==> src/rtl/sadc_pkg.sv <==
package sadc_pkg;
  typedef enum logic [0:0] {
    SAR_IDLE = 1'b0,
    SAR_RUN  = 1'b1
  } sar_state_t;

  // reset value of the synchronized pin bundle {cs_n, sclk, din}
  localparam logic [2:0] PIN_RST = 3'b100;
endpackage

==> src/rtl/sadc_sync.sv <==
module sadc_sync #(
  parameter int          W       = 1,
  parameter int          STAGES  = 2,
  parameter logic [W-1:0] RST_VAL = '0
) (
  input  logic         clk,
  input  logic         rst,
  input  logic [W-1:0] d_async,
  output logic [W-1:0] d_sync
);
  logic [W-1:0] chain [STAGES];

  for (genvar s = 0; s < STAGES; s++) begin : g_stage
    logic [W-1:0] nxt;
    if (s == 0) begin : g_first
      assign nxt = d_async;
    end else begin : g_rest
      assign nxt = chain[s-1];
    end
    always_ff @(posedge clk) begin
      if (rst) chain[s] <= RST_VAL;
      else     chain[s] <= nxt;
    end
  end

  assign d_sync = chain[STAGES-1];
endmodule

==> src/rtl/sadc_ctl_rx.sv <==
module sadc_ctl_rx #(
  parameter int CW       = 8,
  parameter int TRACK_AT = 5
) (
  input  logic          clk,
  input  logic          rst,
  input  logic          abort,
  input  logic          sclk_rise,
  input  logic          sclk_fall,
  input  logic          din,
  input  logic          busy,
  output logic          acq,
  output logic          start_conv,
  output logic [CW-1:0] cfg_word
);
  localparam int CNT_W = $clog2(CW + 1);

  logic [CNT_W-1:0] cnt;
  logic [CW-1:0]    shreg;

  always_ff @(posedge clk) begin
    if (rst) begin
      cnt        <= '0;
      shreg      <= '0;
      acq        <= 1'b0;
      start_conv <= 1'b0;
      cfg_word   <= '0;
    end else if (abort) begin
      cnt        <= '0;
      shreg      <= '0;
      acq        <= 1'b0;
      start_conv <= 1'b0;
    end else begin
      start_conv <= 1'b0;
      if (sclk_rise && !busy) begin
        if (cnt == '0) begin
          if (din) begin
            shreg <= {{(CW-1){1'b0}}, 1'b1};
            cnt   <= CNT_W'(1);
          end
        end else if (cnt < CNT_W'(CW)) begin
          shreg <= {shreg[CW-2:0], din};
          cnt   <= cnt + CNT_W'(1);
        end
      end
      if (sclk_fall) begin
        if (cnt == CNT_W'(TRACK_AT)) acq <= 1'b1;
        if (cnt == CNT_W'(CW)) begin
          acq        <= 1'b0;
          start_conv <= 1'b1;
          cfg_word   <= shreg;
          cnt        <= '0;
        end
      end
    end
  end


  acq_open_chk: assert property (@(posedge clk) disable iff (rst)
    $rose(acq) |-> $past(sclk_fall));


  start_after_acq_chk: assert property (@(posedge clk) disable iff (rst)
    start_conv |-> $past(acq));
endmodule

==> src/rtl/sadc_sar.sv <==
module sadc_sar
  import sadc_pkg::*;
#(
  parameter int RES = 12
) (
  input  logic           clk,
  input  logic           rst,
  input  logic           abort,
  input  logic           sclk_fall,
  input  logic           start,
  input  logic           cmp_in,
  output logic           hold,
  output logic           strobe,
  output logic           busy,
  output logic [RES-1:0] dac_code,
  output logic [RES-1:0] result,
  output logic           dec_valid,
  output logic           dec_bit
);
  localparam int IW = $clog2(RES);

  sar_state_t     state;
  logic [IW-1:0]  idx;
  logic [RES-1:0] acc;

  always_comb begin
    acc = cmp_in ? dac_code : (dac_code & ~(RES'(1) << idx));
  end

  assign busy = (state == SAR_RUN);

  always_ff @(posedge clk) begin
    if (rst) begin
      state     <= SAR_IDLE;
      hold      <= 1'b0;
      strobe    <= 1'b0;
      idx       <= '0;
      dac_code  <= '0;
      result    <= '0;
      dec_valid <= 1'b0;
      dec_bit   <= 1'b0;
    end else begin
      dec_valid <= 1'b0;
      if (abort) begin
        state    <= SAR_IDLE;
        hold     <= 1'b0;
        strobe   <= 1'b0;
        idx      <= '0;
        dac_code <= '0;
        dec_bit  <= 1'b0;
      end else if (state == SAR_IDLE) begin
        if (start) begin
          state    <= SAR_RUN;
          hold     <= 1'b1;
          strobe   <= 1'b1;
          idx      <= IW'(RES-1);
          dac_code <= RES'(1) << (RES-1);
        end
      end else if (sclk_fall) begin
        strobe    <= 1'b0;
        dec_valid <= 1'b1;
        dec_bit   <= cmp_in;
        if (idx == '0) begin
          result   <= acc;
          state    <= SAR_IDLE;
          hold     <= 1'b0;
          dac_code <= '0;
        end else begin
          idx      <= idx - IW'(1);
          dac_code <= acc | (RES'(1) << (idx - IW'(1)));
        end
      end
    end
  end


  strobe_in_hold_chk: assert property (@(posedge clk) disable iff (rst)
    strobe |-> hold);


  result_on_edge_chk: assert property (@(posedge clk) disable iff (rst)
    (result != $past(result)) |-> $past(sclk_fall));
endmodule

==> src/rtl/sadc_tx.sv <==
module sadc_tx (
  input  logic clk,
  input  logic rst,
  input  logic cs_hi,
  input  logic sclk_fall,
  input  logic busy,
  input  logic dec_valid,
  input  logic dec_bit,
  input  logic strobe_in,
  output logic dout,
  output logic dout_oe,
  output logic strobe_out,
  output logic strobe_oe
);
  always_ff @(posedge clk) begin
    if (rst) begin
      dout       <= 1'b0;
      dout_oe    <= 1'b0;
      strobe_out <= 1'b0;
      strobe_oe  <= 1'b0;
    end else begin
      dout_oe    <= ~cs_hi;
      strobe_oe  <= ~cs_hi;
      strobe_out <= strobe_in & ~cs_hi;
      if (cs_hi)                   dout <= 1'b0;
      else if (dec_valid)          dout <= dec_bit;
      else if (sclk_fall && !busy) dout <= 1'b0;
    end
  end


  oe_follows_cs_chk: assert property (@(posedge clk) disable iff (rst)
    cs_hi |=> (!dout_oe && !strobe_oe));


  quiet_when_off_chk: assert property (@(posedge clk) disable iff (rst)
    !dout_oe |-> (!dout && !strobe_out));


  dout_cause_chk: assert property (@(posedge clk) disable iff (rst)
    (dout != $past(dout)) |-> $past(dec_valid || sclk_fall || cs_hi));
endmodule

==> src/rtl/serial_adc_if.sv <==
module serial_adc_if
  import sadc_pkg::*;
#(
  parameter int RES         = 12,
  parameter int CW          = 8,
  parameter int TRACK_AT    = 5,
  parameter int SYNC_STAGES = 2
) (
  input  logic           clk,
  input  logic           rst,
  input  logic           sclk,
  input  logic           cs_n,
  input  logic           din,
  input  logic           cmp_in,
  output logic           dout,
  output logic           dout_oe,
  output logic           strobe,
  output logic           strobe_oe,
  output logic           th_acq,
  output logic           th_hold,
  output logic [RES-1:0] dac_code,
  output logic [RES-1:0] result,
  output logic [CW-1:0]  cfg_word
);
  logic [2:0] pins_s;
  logic       cs_s, sclk_s, din_s, sclk_d;
  logic       sclk_rise, sclk_fall;
  logic       start_conv, busy, sar_strobe, dec_valid, dec_bit;

  sadc_sync #(.W(3), .STAGES(SYNC_STAGES), .RST_VAL(PIN_RST)) u_sync (
    .clk(clk), .rst(rst), .d_async({cs_n, sclk, din}), .d_sync(pins_s)
  );
  assign {cs_s, sclk_s, din_s} = pins_s;

  always_ff @(posedge clk) begin
    if (rst) sclk_d <= 1'b0;
    else     sclk_d <= sclk_s;
  end

  assign sclk_rise = sclk_s & ~sclk_d & ~cs_s;
  assign sclk_fall = ~sclk_s & sclk_d & ~cs_s;

  sadc_ctl_rx #(.CW(CW), .TRACK_AT(TRACK_AT)) u_ctl (
    .clk(clk), .rst(rst), .abort(cs_s),
    .sclk_rise(sclk_rise), .sclk_fall(sclk_fall), .din(din_s), .busy(busy),
    .acq(th_acq), .start_conv(start_conv), .cfg_word(cfg_word)
  );

  sadc_sar #(.RES(RES)) u_sar (
    .clk(clk), .rst(rst), .abort(cs_s), .sclk_fall(sclk_fall),
    .start(start_conv), .cmp_in(cmp_in),
    .hold(th_hold), .strobe(sar_strobe), .busy(busy),
    .dac_code(dac_code), .result(result),
    .dec_valid(dec_valid), .dec_bit(dec_bit)
  );

  sadc_tx u_tx (
    .clk(clk), .rst(rst), .cs_hi(cs_s), .sclk_fall(sclk_fall), .busy(busy),
    .dec_valid(dec_valid), .dec_bit(dec_bit), .strobe_in(sar_strobe),
    .dout(dout), .dout_oe(dout_oe), .strobe_out(strobe), .strobe_oe(strobe_oe)
  );


  acq_hold_excl_chk: assert property (@(posedge clk) disable iff (rst)
    !(th_acq && th_hold));


  hold_after_acq_chk: assert property (@(posedge clk) disable iff (rst)
    $rose(th_hold) |-> $past(th_acq, 2));


  abort_idle_chk: assert property (@(posedge clk) disable iff (rst)
    cs_s |=> (!th_acq && !th_hold));
endmodule

==> config.mk <==
export PLATFORM = sky130hd
export DESIGN_NAME = serial_adc_if
export DESIGN_NICKNAME = d
export VERILOG_FILES = /design/src/rtl/sadc_pkg.sv /design/src/rtl/sadc_sync.sv /design/src/rtl/sadc_ctl_rx.sv /design/src/rtl/sadc_sar.sv /design/src/rtl/sadc_tx.sv /design/src/rtl/serial_adc_if.sv
export SDC_FILE = /design/constraint.sdc
export NUM_CORES = 1
export LEC_CHECK = 0
export BUFFER_PORTS_ARGS = -buffer_cell sky130_fd_sc_hd__buf_2
export CAP_MARGIN = 20
export CORE_MARGIN = 2
export CORE_UTILIZATION = 40
export CTS_BUF_LIST = sky130_fd_sc_hd__clkbuf_2 sky130_fd_sc_hd__clkbuf_4 sky130_fd_sc_hd__clkbuf_8
export CTS_CLUSTER_SIZE = 24
export DETAILED_ROUTE_END_ITERATION = 7
export GPL_ROUTABILITY_DRIVEN = 0
export HOLD_SLACK_MARGIN = 0.15
export MAX_ROUTING_LAYER = met4
export SLEW_MARGIN = 25
export SYNTH_ARGS = -nofsm -noshare
export SYNTH_HDL_FRONTEND = slang
export SYNTH_SLANG_ARGS = --single-unit
export TNS_END_PERCENT = 10
==> constraint.sdc <==
create_clock -name clk -period 2.5 [get_ports clk]
set_clock_uncertainty 0.05 [all_clocks]
set_input_delay 0.5 -clock clk [delete_from_list [all_inputs] [get_ports clk]]
set_output_delay 0.5 -clock clk [all_outputs]
set_load 0.005 [all_outputs]
==> results.toml <==
[status]
outcome = "complete, no violations"

[clocking]
clk_pin_slew_ns = 0.07
cts_tree = "yes"
htreeDepth = 3
clockBufferDepth = 2
clk_latency_ns = 0.33
cts_hold_buffers = 0
postCtsResizedCells = 0
cts.sinks = 65
post_cts_buffers = 0
cts_buffers = 9
clockRootBuffer = "clkbuf_8"

[timing]
fin_crit_sh_pct = 87.8
fmax_mhz = 456
final_max_slew_viol_count = 0
setup_viol = 0
tightest_slew_ns = 0.666
rsz0062_at_grt = "false"
finalHoldViolations = 0
setup_tns_ns = 0
max_slew_margin_pct = 55.4
finalCriticalPeriod_ns = 2.19

[synth]
yosys-top-cells-area = "dfxtp_1 49%, nor2_1 5.2%, nand2_1 4.5%"
syn_area_um2 = 2680
synth.top_cell.area_share_pct = 48.6
synth_cell_types = 39
avgSynthCellArea_um2 = 8.96
syn-num-nets = 313
synth_top_cell_by_area = "dfxtp_1"
yosys_register_bits = 65
yosys_warnings = 0
ys_seq_area_share_pct = 48.6
synthCells = 299

[power_and_ir_drop]
p_leak_uw = 0.00124
powerDensity_nw_per_um2 = 608
irDropWorstVdd_mv = 0.270

[critical_path]
crit_path_start_kind = "register"
crit_path_end_kind = "register"
cp.required_ns = 2.68
crit_type = "register to register"
worstPathMaxFanout = 9
crit_arrival_ns = 2.38

[drt]
drc_errors = 0
num_vias = 2205
routed_wl_mm = 5.89
drt-wirelength-per-cell_um = 13.9
first_pass_iters = 6
drt_iter0_markers = 225
ant_nets = 0
routed_via_density = 5.21

[worst_hold_path]
holdCritPathClass = "input pin to register"

[global_routing]
gr-total-overflow = 0
grt_max_degree = 31
track_usage_pct = 18.0
grt_pass1_vias = 2063
antenna_found_initial = 0
grt_pass1_wl_mm = 10.1

[flow_run]
maxCapViolCount = 0

[layout]
antenna_cells = 0
multiInputGateArea_um2 = 1260
nets = 356
layout.area.seq_um2 = 1300
instances_no_fill = 423
drive_above_1_share_pct = 21.7
postLayoutCellArea_um2 = 3140
syn_to_final_growth_pct = 17.4
n_fill_cell = 644

[floorplanning]
rows = 29
die_y_um = 85.8
ios = 44
die_area_um2 = 7360
die_w_um = 85.8
core_um2 = 6420
initial_core_util_pct = 41.7

[place]
portBuffers = 43
placed_area_um2 = 2960
post-place-cells = 408
hpwl_mm = 4.13
-- cell usage in the layout, fill, tap and decap left out, drive strengths merged, types with 9 or more instances in the layout --
master	netlist	layout
nand2	32	32
o21ai	13	13
and2	9	9
a22oi	11	11
a21oi	20	20
inv	10	10
clkbuf	10	11
nor2	37	37
buf	7	49
a32o	11	11
dfxtp	65	65
-- stage by stage --
step	hold WS [ns]	setup slack, ns	total power, uW	utilization, %
after detailed placement	0.348	0.390	1090	46.1
after CTS	0.274	0.357	1940	49.0
after global placement	0.345	0.457	1090	46.1
after floorplan	0.339	0.649	1080	-
final	0.293	0.306	1910	49.0
after global routing	0.274	0.156	1990	49.0
-- synthesized netlist by cell type --
master / count
a2111oi_0: 1
a211o_1: 1
a211oi_1: 2
a211oi_2: 1
a21bo_2: 1
a21oi_1: 20
a22o_1: 3
a22oi_1: 11
a311oi_1: 1
a31oi_1: 1
a32o_1: 11
and2_1: 9
and3_1: 6
and4bb_2: 1
buf_1: 1
buf_2: 5
buf_4: 1
clkbuf_1: 10
dfxtp_1: 65
ha_1: 8
inv_1: 10
mux2_2: 1
mux2i_1: 8
nand2_1: 32
nand2b_1: 3
nand3_1: 8
nand3b_1: 1
nand4bb_1: 1
nor2_1: 37
nor2b_1: 8
nor3_1: 4
nor3_2: 1
nor3b_1: 3
o21ai_0: 13
o22ai_1: 3
or2_2: 4
or3b_2: 1
or4_1: 1
or4b_4: 1
-- flip-flops by register name (all words and copies together), names as in the netlist, 4 cells and up --
signal,cells
u_ctl.cfg_word,8
u_sar.result,12
u_sync.chain,6
u_sar.dac_code,12
u_sar.idx,4
u_ctl.cnt,4
u_ctl.shreg,8
-- per-layer routing --
layer  share of wire, %  up-vias  wire (um)  GRT usage (%)
met5                  0        -          0              -
met4                1.6        0         97           6.78
met3                4.7       11        278           5.68
met2                 46       51       2690           27.6
met1                 48     1015       2830           22.2
li1                   -     1128          -              -
-- critical path, cell delays in order, from the launching register on --
cell	delay (ns)
dfxtp_1	0.38
inv_1	0.14
ha_1	0.31
nor3b_1	0.49
nor2_1	0.23
a22o_1	0.23
a32o_1	0.25
-- cell type report --
class | instances | area share [%]
Tap cell | 77 | 3.06
Sequential cell | 65 | 41.4
Clock inverter | 4 | 1.43
Clock buffer | 11 | 4.42
Inverter | 10 | 1.19
Timing Repair Buffer | 49 | 8.28
Multi-Input combinational cell | 207 | 40.2
-- cells by family after synthesis --
logic type	Yosys count	synth area share, %
buf+inv	27	4.16
fa+ha+maj	8	3.74
mux	9	3.41
simple gates	121	22.4
compound gates	69	17.7
flops	65	48.6
-- where the power goes --
| group | switching, uW | internal, uW |
|---|---|---|
| Combinational | 18.3 | 9.49 |
| Clock | 368 | 472 |
| Sequential | 2.75 | 1040 |
-- final timing paths --
check | to | cells past startpoint | slack, ns | from
max | u_sar.dac_code[1] | 6 | 0.31 | u_sar.idx[0]
min reg2reg | u_sync.chain[1][2] | 1 | 0.36 | u_sync.chain[0][2]
max reg2reg | u_sar.dac_code[1] | 6 | 0.31 | u_sar.idx[0]
min | u_sync.chain[0][2] | 2 | 0.29 | cs_n
Note: power is estimated with default switching activity, not from simulation.
